## src/rtl/uart_irq_pkg.sv

```systemverilog
package uart_irq_pkg;
  localparam int NUM_SRC = 4;

  localparam int SRC_RX    = 0;
  localparam int SRC_ERR   = 1;
  localparam int SRC_TX    = 2;
  localparam int SRC_MODEM = 3;

  typedef enum logic [1:0] {
    RA_FIFOCTL = 2'd0,
    RA_SRC     = 2'd1,
    RA_PEND    = 2'd2,
    RA_MASK    = 2'd3
  } reg_addr_e;

  // Multiplier applied to the transmit trigger field for a given channel.
  function automatic int unsigned trig_scale(input int unsigned ch);
    case (ch)
      0:       return 32;
      1, 4:    return 8;
      2, 3:    return 2;
      default: return 0;
    endcase
  endfunction

  function automatic logic [31:0] trig_level(input logic [2:0] fld,
                                             input int unsigned scale);
    return 32'(fld) * scale;
  endfunction
endpackage

```

## src/rtl/uart_irq_cfg.sv

```systemverilog
module uart_irq_cfg
  import uart_irq_pkg::*;
(
  input  logic               clk,
  input  logic               rst_n,
  input  logic               wr_fifoctl,
  input  logic               wr_mask,
  input  logic               fifo_en_d,
  input  logic [2:0]         rx_fld_d,
  input  logic [2:0]         tx_fld_d,
  input  logic [NUM_SRC-1:0] mask_d,
  output logic               fifo_en,
  output logic [2:0]         rx_fld,
  output logic [2:0]         tx_fld,
  output logic [NUM_SRC-1:0] mask_q
);
  always_ff @(posedge clk or negedge rst_n) begin
    if (!rst_n) begin
      fifo_en <= 1'b0;
      rx_fld  <= '0;
      tx_fld  <= '0;
    end else if (wr_fifoctl) begin
      fifo_en <= fifo_en_d;
      rx_fld  <= rx_fld_d;
      tx_fld  <= tx_fld_d;
    end
  end

  always_ff @(posedge clk or negedge rst_n) begin
    if (!rst_n)       mask_q <= '0;
    else if (wr_mask) mask_q <= mask_d;
  end
endmodule

```

## src/rtl/uart_irq_txlvl.sv

```systemverilog
module uart_irq_txlvl
  import uart_irq_pkg::*;
#(
  parameter int unsigned CHANNEL = 0,
  parameter int unsigned CNT_W   = 8
) (
  input  logic             fifo_en,
  input  logic [2:0]       tx_fld,
  input  logic [CNT_W-1:0] tx_count,
  output logic             tx_hit
);
  localparam int unsigned SCALE = trig_scale(CHANNEL);

  generate
    if (SCALE == 0) begin : g_zero
      // Threshold is fixed at zero: only an empty FIFO qualifies.
      logic unused_fld;
      assign unused_fld = ^tx_fld;
      assign tx_hit = fifo_en && (tx_count == '0);
    end else begin : g_scaled
      logic [31:0] level;
      assign level  = trig_level(tx_fld, SCALE);
      assign tx_hit = fifo_en && (32'(tx_count) <= level);
    end
  endgenerate
endmodule

```

## src/rtl/uart_irq_src.sv

```systemverilog
module uart_irq_src
  import uart_irq_pkg::*;
(
  input  logic               clk,
  input  logic               rst_n,
  input  logic [NUM_SRC-1:0] set_vec,
  input  logic [NUM_SRC-1:0] clr_vec,
  output logic [NUM_SRC-1:0] src_q
);
  // A set in the same cycle as a clear wins.
  always_ff @(posedge clk or negedge rst_n) begin
    if (!rst_n) src_q <= '0;
    else        src_q <= (src_q & ~clr_vec) | set_vec;
  end
endmodule

```

## src/rtl/uart_irq_ctrl.sv

```systemverilog
module uart_irq_ctrl
  import uart_irq_pkg::*;
#(
  parameter int unsigned CHANNEL = 0,
  parameter int unsigned CNT_W   = 8,
  parameter int unsigned DATA_W  = 32
) (
  input  logic              clk,
  input  logic              rst_n,
  input  logic              reg_wr,
  input  logic [1:0]        reg_addr,
  input  logic [DATA_W-1:0] reg_wdata,
  output logic [DATA_W-1:0] reg_rdata,
  input  logic              ev_rx,
  input  logic              ev_err,
  input  logic              ev_tx,
  input  logic              ev_modem,
  input  logic [CNT_W-1:0]  tx_count,
  output logic              irq
);
  localparam int unsigned PAD_W = DATA_W - 11;

  logic               wr_fifoctl, wr_src, wr_pend, wr_mask;
  logic               fifo_en, tx_hit;
  logic [2:0]         rx_fld, tx_fld;
  logic [NUM_SRC-1:0] mask_q, src_q, pend, set_vec, clr_vec, ev_vec;
  logic               unused_wbits;

  assign unused_wbits = ^{reg_wdata[DATA_W-1:11], reg_wdata[7]};

  assign wr_fifoctl = reg_wr && (reg_addr == RA_FIFOCTL);
  assign wr_src     = reg_wr && (reg_addr == RA_SRC);
  assign wr_pend    = reg_wr && (reg_addr == RA_PEND);
  assign wr_mask    = reg_wr && (reg_addr == RA_MASK);

  uart_irq_cfg u_cfg (
    .clk        (clk),
    .rst_n      (rst_n),
    .wr_fifoctl (wr_fifoctl),
    .wr_mask    (wr_mask),
    .fifo_en_d  (reg_wdata[0]),
    .rx_fld_d   (reg_wdata[6:4]),
    .tx_fld_d   (reg_wdata[10:8]),
    .mask_d     (reg_wdata[NUM_SRC-1:0]),
    .fifo_en    (fifo_en),
    .rx_fld     (rx_fld),
    .tx_fld     (tx_fld),
    .mask_q     (mask_q)
  );

  uart_irq_txlvl #(.CHANNEL(CHANNEL), .CNT_W(CNT_W)) u_txlvl (
    .fifo_en  (fifo_en),
    .tx_fld   (tx_fld),
    .tx_count (tx_count),
    .tx_hit   (tx_hit)
  );

  always_comb begin
    ev_vec            = '0;
    ev_vec[SRC_RX]    = ev_rx;
    ev_vec[SRC_ERR]   = ev_err;
    ev_vec[SRC_TX]    = ev_tx;
    ev_vec[SRC_MODEM] = ev_modem;
    set_vec           = ev_vec;
    set_vec[SRC_TX]   = ev_tx | tx_hit;
  end

  // Writes to either pending view clear source bits.
  assign clr_vec = (wr_src || wr_pend) ? reg_wdata[NUM_SRC-1:0] : '0;

  uart_irq_src u_src (
    .clk     (clk),
    .rst_n   (rst_n),
    .set_vec (set_vec),
    .clr_vec (clr_vec),
    .src_q   (src_q)
  );

  assign pend = src_q & ~mask_q;
  assign irq  = |pend;

  always_comb begin
    reg_rdata = '0;
    unique case (reg_addr)
      RA_FIFOCTL: reg_rdata = {{PAD_W{1'b0}}, tx_fld, 1'b0, rx_fld, 3'b000, fifo_en};
      RA_SRC:     reg_rdata[NUM_SRC-1:0] = src_q;
      RA_PEND:    reg_rdata[NUM_SRC-1:0] = pend;
      RA_MASK:    reg_rdata[NUM_SRC-1:0] = mask_q;
      default:    reg_rdata = '0;
    endcase
  end
endmodule

```

## config.mk

```make
export PLATFORM = sky130hd
export DESIGN_NAME = uart_irq_ctrl
export DESIGN_NICKNAME = d
export VERILOG_FILES = /design/src/rtl/uart_irq_pkg.sv /design/src/rtl/uart_irq_cfg.sv /design/src/rtl/uart_irq_txlvl.sv /design/src/rtl/uart_irq_src.sv /design/src/rtl/uart_irq_ctrl.sv
export SDC_FILE = /design/constraint.sdc
export NUM_CORES = 1
export LEC_CHECK = 0
export BUFFER_PORTS_ARGS = -buffer_cell sky130_fd_sc_hd__buf_2
export CORE_ASPECT_RATIO = 0.5
export CORE_MARGIN = 3
export CORE_UTILIZATION = 40
export DETAILED_ROUTE_END_ITERATION = 7
export PLACE_DENSITY_LB_ADDON = 0.3
export SLEW_MARGIN = 20
export SYNTH_ARGS = -nofsm -noshare
export SYNTH_HDL_FRONTEND = slang
export SYNTH_HIERARCHICAL = 1
export SYNTH_SLANG_ARGS = --single-unit
```

## constraint.sdc

```tcl
create_clock -name clk -period 2.58 [get_ports clk]
set_clock_uncertainty 0.1 [all_clocks]
set_input_delay 0.129 -clock clk [delete_from_list [all_inputs] [get_ports clk]]
set_output_delay 0.129 -clock clk [all_outputs]
set_load 0.01 [all_outputs]
```

=== After elaboration in Yosys (flattened, before gate mapping) ===
Cells that the tools add are included.

* Bitwise operators: 6
* Reduce and logical (&&, ||, !) cells: 8
* Mux-type cells: 3
* Order comparisons: 1
* Equal/unequal tests: 3

{| class="wikitable"
|+ Operators with widths
! operator !! count
|-
| $pmux 4 s4 || 1
|-
| $and 4x4->4 || 2
|-
| $le 8x8->1 || 1
|-
| $not 4->4 || 2
|-
| $mux 7 || 1
|-
| $logic_and 1x1->1 || 5
|-
| $eq 2x2->1 const B || 2
|-
| $mux 4 || 1
|-
| $or 4x4->4 || 1
|-
| $reduce_or 4->1 || 1
|-
| $eq 2x1->1 const B || 1
|-
| $logic_not 2->1 || 1
|-
| $logic_or 1x1->1 || 1
|-
| $or 1x1->1 || 1
|}

* Word-level logic and storage cells: 26
* Register bits after elaboration: 15
* Input port bits: 49
* Output and inout bits: 33

=== Depth between registers and ports, before layout ===
Gate-level depths: netlist of the first run.

* Word-level depth: 7
* Gate-level depth with buffers: 7
* Gate-level depth less buffers: 7

=== Modules after synthesis ===
The synthesis of the first run kept the hierarchy.

{| class="wikitable"
|+ Modules (own cells, without submodules)
! module !! cells each !! sequential area each (um2) !! instances !! area an instance (um2)
|-
| uart_irq_cfg || 23 || 275.3 || 1 || 436.7
|-
| uart_irq_ctrl || 60 || 0.0 || 1 || 411.6
|-
| uart_irq_src || 12 || 100.1 || 1 || 145.1
|-
| uart_irq_txlvl || 12 || 0.0 || 1 || 87.6
|}

=== Worst setup path after synthesis of the first run ===
No wires, ideal clock.

* Path type: reg2reg
* Start: reg u_cfg.tx_fld[0]
* End: reg u_src.src_q[2]
* Library setup time: 64 ps
* Stages on the path, launching flop included: 7
* Path slack: 719 ps
* Clock period less this slack: 1861 ps
* Path buffers: 0
* Arrival time: 1697 ps
* Required time: 2416 ps
* Cells stage by stage: dfrtp_1 ha_1 or4b_1 or4_1 a21boi_1 or2_2 a21o_1

* Word-level cells in the longest chain between the ends: 4

{| class="wikitable"
|+ Ends and longest elaborated chain
! what !! RTL line !! RTL
|-
| start, declared || uart_irq_cfg.sv:14 || <nowiki>output logic [2:0] tx_fld,</nowiki>
|-
| start signal, assigned || uart_irq_cfg.sv:25 || <nowiki>tx_fld <= tx_fld_d;</nowiki>
|-
| $le 8x8->1 || uart_irq_txlvl.sv:23 || <nowiki>assign tx_hit = fifo_en && (32'(tx_count) <= level);</nowiki>
|-
| $logic_and 1x1->1 || uart_irq_txlvl.sv:23 ||
|-
| via tx_hit || uart_irq_ctrl.sv:24 || <nowiki>logic fifo_en, tx_hit;</nowiki>
|-
| $or 1x1->1 || uart_irq_ctrl.sv:65 || <nowiki>set_vec[SRC_TX] = ev_tx | tx_hit;</nowiki>
|-
| via set_vec[2] || uart_irq_ctrl.sv:26 || <nowiki>logic [NUM_SRC-1:0] mask_q, src_q, pend, set_vec, clr_vec, ev_vec;</nowiki>
|-
| $or 4x4->4 || uart_irq_src.sv:13 || <nowiki>else src_q <= (src_q & ~clr_vec) | set_vec;</nowiki>
|-
| end signal, assigned || uart_irq_src.sv:13 ||
|-
| end, declared || uart_irq_src.sv:8 || <nowiki>output logic [NUM_SRC-1:0] src_q</nowiki>
|}

The timed path passes the listed nets, and every way through them passes these cells.
A chain may end at the register's enable or synchronous reset.

=== Worst setup path in the final report of the first run ===
Same ends and word-level chain as after synthesis.

==> results_dict.tcl, run 1 <==
set metrics [dict create \
    status "complete, no violations" \
    pwr-share-clk_pct 27.4 \
    vdd_drop_max_v 0.000237 \
    dp.cells 175 \
    max_cap_violations 0 \
    final_util_pct 54.1 \
    crit_chain "ha_1 -> or4b_1 -> or4_1 -> a21boi_1 -> or2_2 -> a21o_1" \
    worst-setup-path-type "flip-flop to flip-flop" \
    hold_path_startpoint "reg_wdata[9]" \
    synthCells 107 \
    wl_mm 2.05 \
    r2r-end "u_src/src_q[2]" \
    cts_tree "yes" \
    layout_common_cells "buf_2, conb_1, dfrtp_1" \
    crit_path_top_delay_cell "or4b_1" \
    final_cells 184 \
    track_usage_pct 12.3 \
    clockBufferDepth 2 \
    p_leak_nw 0.689 \
    finalHoldViolCount 0 \
    required_ns 2.67 \
    drtPass1Iterations 4 \
    cts_buffers 3 \
    fp-row-count 12 \
    avgSynthCellArea_um2 10.1 \
    fmax_ghz 0.497 \
    hp-class "input port to flip-flop" \
    worst_setup_path_start_kind "flip-flop" \
    hold_depth 2 \
    period_share_pct 78.0 \
    design_area_um2 1290 \
    ys.flop_type "dfrtp_1" \
    rsz0062_at_grt "no" \
    combPwrFrac_pct 28.8 \
    grt_pass1_wl_mm 3.19 \
    endpoint_kind "flip-flop" \
    crit_family "simple AND/OR/NAND/NOR gates" \
    diodes 0 \
    hold_ws_ns 0.0101 \
    setup_viol 0 \
    timing.rr.start "u_cfg/tx_fld[0]" \
    die_w_um 79.5 \
    nets 202 \
    drt_iter0_drc 28 \
    p_seq_share_pct 43.8 \
    worstPathMaxFanout 3 \
    detail_route.vias_per_cell 4.36 \
    core_area_um2 2390 \
    routedWlPerCell_um 11.1 \
    cts_setup_buffers 0 \
    worst_ep_arrival_time_ns 2.10 \
    synth-seq-cells 15 \
    path_buf_inv 0 \
    dpl_cell_area_um2 1200 \
    netlist-cell-type-count 29 \
    seq_area_frac_synth_pct 34.7 \
    htree_levels 1 \
    worst_r2r_path_depth 6 \
    dieArea_um2 3400 \
    grt_pass1_vias 714 \
    io_buffers 37 \
    async_flop_share_pct 100 \
    syn2layout_area_growth_pct 19.6 \
    vias 803 \
    synthesis.area_um2 1080 \
    final_antenna_net_count 0 \
    grt_max_degree 16 \
    power_density_nw_per_um2 524 \
    path_clk_slew_ns 0.06 \
    layout-drive-gt1-share_pct 38.9 \
    mostFrequentLayoutCell "buf_2" \
    yosys_warnings 6 \
    tns_ns 0 \
    num_io_pins 82 \
    antenna_found_initial 0 \
    synth_edf_count 0 \
    finalCriticalPeriod_ns 2.01 \
    max_stage_delay_ns 0.42 \
    overflow 0 \
    p_switching_mw 0.191 \
    fp.dieH_um 42.8 \
    gp_congestion 0.736 \
    cts.sinks 15 \
    reg2reg_slack_ns 0.57 \
    cts_root_buf "clkbuf_8" \
    slew_violations 0 \
    initial_utilization_pct 45.3 \
    holdPathEnd "u_cfg/tx_fld[1]" \
    internal_power_mw 0.486 \
    dp_hpwl_mm 1.67 \
    clk_latency_ns 0.24 \
    switching_share_pct 28.2 \
    drc 0 \
]
worst reg2reg max path: stages, from the launching register on:
cell	delay (ns)
dfrtp_1	0.40
ha_1	0.28
or4b_1	0.42
or4_1	0.41
a21boi_1	0.15
or2_2	0.13
a21o_1	0.07
how the worst max path moves through the flow:
stage	start	endpoint	cells past startpoint
after floorplan	u_cfg/tx_fld[0]	u_src/src_q[2]	6
after global placement	u_cfg/tx_fld[0]	u_src/src_q[2]	6
after detailed placement	u_cfg/tx_fld[0]	u_src/src_q[2]	6
after CTS	u_cfg/tx_fld[0]	u_src/src_q[2]	6
after global routing	u_cfg/tx_fld[0]	u_src/src_q[2]	6
final	u_cfg/tx_fld[0]	u_src/src_q[2]	6
synth_stat cells (2+ instances only):
master / n / area, µm²
a21oi_1: 2 / 10.0
inv_1: 8 / 30.0
o21ai_0: 4 / 20.0
mux2_2: 7 / 78.8
ha_1: 3 / 37.5
nand2_1: 4 / 15.0
buf_6: 2 / 22.5
a21o_1: 4 / 30.0
and2_1: 7 / 43.8
buf_4: 22 / 165
dfrtp_1: 15 / 375
mux2_4: 7 / 105
and3_1: 4 / 25.0
nand2b_1: 3 / 18.8
power by group through the flow:
stage	combinational (mW)	sequential, mW	clock [mW]
after detailed placement	0.190	0.302	0
after global routing	0.218	0.303	0.205
after CTS	0.196	0.298	0.192
after global placement	0.187	0.300	0
after floorplan	0.162	0.293	0
final	0.195	0.297	0.185
registers in the layout, summed over array words and instances, names as in the netlist:
| register | cells |
|---|---|
| u_cfg/mask_q | 4 |
| u_src/src_q | 4 |
| u_cfg/rx_fld | 3 |
| u_cfg/tx_fld | 3 |
| u_cfg/fifo_en | 1 |
final cells by class:
cell class,instances,area [µm²]
clock inverters,1,5.00
clock buffers,3,41.3
multi-input cells,79,558
fillers,215,1090
inverters,9,33.8
flip-flops and latches,15,375
repair buffers,42,235
well taps,35,43.8
per-stage QoR:
stage / setup slack, ns / power, mW
2_1_floorplan: 0.719 / 0.455
3_3_place_gp: 0.589 / 0.487
3_5_place_dp: 0.563 / 0.492
4_1_cts: 0.535 / 0.685
5_1_grt: 0.492 / 0.726
6_report: 0.567 / 0.677
kinds of logic after synthesis:
kind of cell	share of synthesized area (%)
buf+inv	20.9
simple gates	14.0
mux	17.9
flops	34.7
compound gates	7.76
fa+ha+maj	3.47
other cells	0.347
xor+xnor	0.810
layer usage:
layer / GRT usage, % / share of wire (%)
met5: 0 / 0
met4: 4.11 / 1.1
met3: 4.03 / 10
met2: 20.9 / 48
met1: 14.5 / 41
what timing repair did:
action / CTS / global route
endpoints found under the hold margin: 18 / 1
hold buffers: 4 / 1
gates resized for setup: 0 / 0
Power figures use the tool's default switching activity.
==> inputs of run 2 (changes only) <==
Settings changed: ABC_AREA set to 1, CORE_UTILIZATION 40 to 36.
Clock period 2.58 ns to 1.8 ns, I/O delays scaled along.
==> results_dict.tcl, run 2 <==
set metrics [dict create \
    setup_viol 0 \
    die_w_um 85.4 \
    p_switching_mw 0.320 \
    status "complete, no violations" \
    finalHoldViolCount 0 \
    final_antenna_net_count 0 \
    max_cap_violations 0 \
    power_density_nw_per_um2 667 \
    fp.dieH_um 45.7 \
    tns_ns 0 \
    p_seq_share_pct 42.5 \
    timing.rr.start "u_cfg/tx_fld[2]" \
    antenna_found_initial 0 \
    grt_max_degree 16 \
    drt_iter0_drc 48 \
    cts_root_buf "clkbuf_8" \
    drc 0 \
    rsz0062_at_grt "no" \
    avgSynthCellArea_um2 6.42 \
    r2r-end "u_src/src_q[2]" \
    vdd_drop_max_v 0.000402 \
    worst_slack_ns 0.243 \
    cts_buffers 3 \
    netlist-cell-type-count 18 \
    synthCells 177 \
    wl_mm 2.32 \
    drtPass1Iterations 4 \
    dieArea_um2 3910 \
    worst_r2r_path_depth 9 \
    ys.flop_type "dfrtp_1" \
    synth_top_cell_area_share_pct 33.0 \
    htree_levels 1 \
    layout_common_cells "nand2_1, inv_1, buf_2" \
    num_io_pins 82 \
    synth-seq-cells 15 \
    internal_power_mw 0.658 \
    path_clk_slew_ns 0.06 \
    gp_congestion 0.776 \
    worstPathMaxFanout 3 \
    synthesis.area_um2 1140 \
    top_regs "u_cfg/mask_q: 4 flops, u_src/src_q: 4 flops" \
    pwr-share-clk_pct 28.8 \
    syn2layout_area_growth_pct 29.1 \
    overflow 0 \
    hold_ws_ns 0.0114 \
    worst_setup_path_start_kind "flip-flop" \
    combPwrFrac_pct 28.7 \
    grt_pass1_vias 992 \
    async_flop_share_pct 100 \
    layout-drive-gt1-share_pct 21.2 \
    initial_utilization_pct 40.6 \
    seq_area_frac_synth_pct 33.0 \
    worst_ep_arrival_time_ns 1.60 \
    nets 284 \
    vias 1069 \
    worst-setup-path-type "flip-flop to flip-flop" \
    io_buffers 37 \
    post_cts_resize_count 0 \
    period_share_pct 86.5 \
    cts_setup_buffers 0 \
    detail_route.vias_per_cell 3.99 \
    slew_violations 0 \
    cts_hold_buf 14 \
    cts.sinks 15 \
    crit_start "u_cfg/tx_fld[2]" \
    clockBufferDepth 2 \
    cts_tree "yes" \
    required_ns 1.84 \
    fin_total_pwr_mw 0.978 \
    cp-endpoint "u_src/src_q[2]" \
    dp_hpwl_mm 1.80 \
    reg2reg_slack_ns 0.24 \
    netlist_top_cells_area "dfrtp_1, nand2_1, buf_4" \
    fmax_ghz 0.642 \
    fp-row-count 13 \
    diodes 0 \
    synth_edf_count 0 \
    p_leak_nw 0.934 \
    switching_share_pct 32.7 \
    grt_pass1_wl_mm 4.00 \
    final_util_pct 52.4 \
    routedWlPerCell_um 8.66 \
    hp-class "input port to flip-flop" \
    fillCellCount 287 \
    track_usage_pct 13.1 \
    core_area_um2 2800 \
    clk_latency_ns 0.25 \
    synth_commonest_cells "nand2_1, inv_1, buf_4" \
    yosys_warnings 6 \
    synth.most_common_cell "nand2_1" \
    yosysTopAreaCell "dfrtp_1" \
    mostFrequentLayoutCell "nand2_1" \
    endpoint_kind "flip-flop" \
    finalCriticalPeriod_ns 1.56 \
    place_ws_ns 0.241 \
]
[run 2: cell types whose count changed in the layout (fill, tap and decap cells not counted), sizes merged, moves of 3 or more]
cell and delta:
nand2b -3, and2 -7, nor2 +16, nand2 +64, mux2 -14, inv +31, a21o -4, dlygate4sd3 +9
and3 -5, o21ai -4, nand3 +5
[run 2: worst min-delay path by stage]
| stage | start | endpoint | cells past startpoint |
|---|---|---|---|
| final | ev_tx | u_src/src_q[2] | 4 |
| after global routing | ev_tx | u_src/src_q[2] | 4 |
| after global placement | rst_n | u_cfg/rx_fld[2] | 1 |
| after detailed placement | rst_n | u_cfg/rx_fld[2] | 1 |
| after CTS | ev_tx | u_src/src_q[2] | 4 |
| after floorplan | rst_n | u_cfg/fifo_en | 0 |
[run 2: critical path, stage by stage (launching register included)]
cell and delay, ns:
dfrtp_1 0.38, inv_1 0.05, ha_1 0.30, nand2_1 0.08, nor2_1 0.04, nand2_1 0.07
a21oi_2 0.05, or2_2 0.29, inv_1 0.05, nand2_1 0.04
[run 2: layer usage]
layer  GRT usage (%)  vias to the layer above  wire length, µm
met2            24.7                       42             1050
met5               0                        -                0
met3            3.43                        2              201
met1            15.4                      456             1050
met4            2.84                        0               19
li1                -                      569                -
[run 2: cells by family after synthesis]
| family | synth area share [%] |
|---|---|
| compound gates | 1.21 |
| buf+inv | 28.7 |
| fa+ha+maj | 3.30 |
| other cells | 0.330 |
| simple gates | 33.4 |
| flops | 33.0 |
[run 2: power groups by stage]
stage / logic [mW] / registers (mW) / clock network, mW
after floorplan: 0.212 / 0.412 / 0
after global placement: 0.252 / 0.420 / 0
after detailed placement: 0.258 / 0.421 / 0
after CTS: 0.282 / 0.415 / 0.292
after global routing: 0.327 / 0.423 / 0.305
final: 0.281 / 0.416 / 0.282
[run 2: area by class of cell]
| class | count | area (µm²) | area share [%] |
|---|---|---|---|
| multi-input cells | 120 | 513 | 35.0 |
| flip-flops and latches | 15 | 375 | 25.6 |
| repair buffers | 52 | 333 | 22.7 |
| inverters | 40 | 150 | 10.2 |
| well taps | 37 | 46.3 | 3.16 |
| clock buffers | 3 | 41.3 | 2.82 |
| clock inverters | 1 | 7.51 | 0.512 |
[run 2: per-stage QoR]
stage / cell area [µm²] / cells
floorplan: 1210 / 198
global placement: 1280 / 250
finish: 1470 / 268
global route: 1470 / 268
detailed placement: 1280 / 250
CTS: 1470 / 268
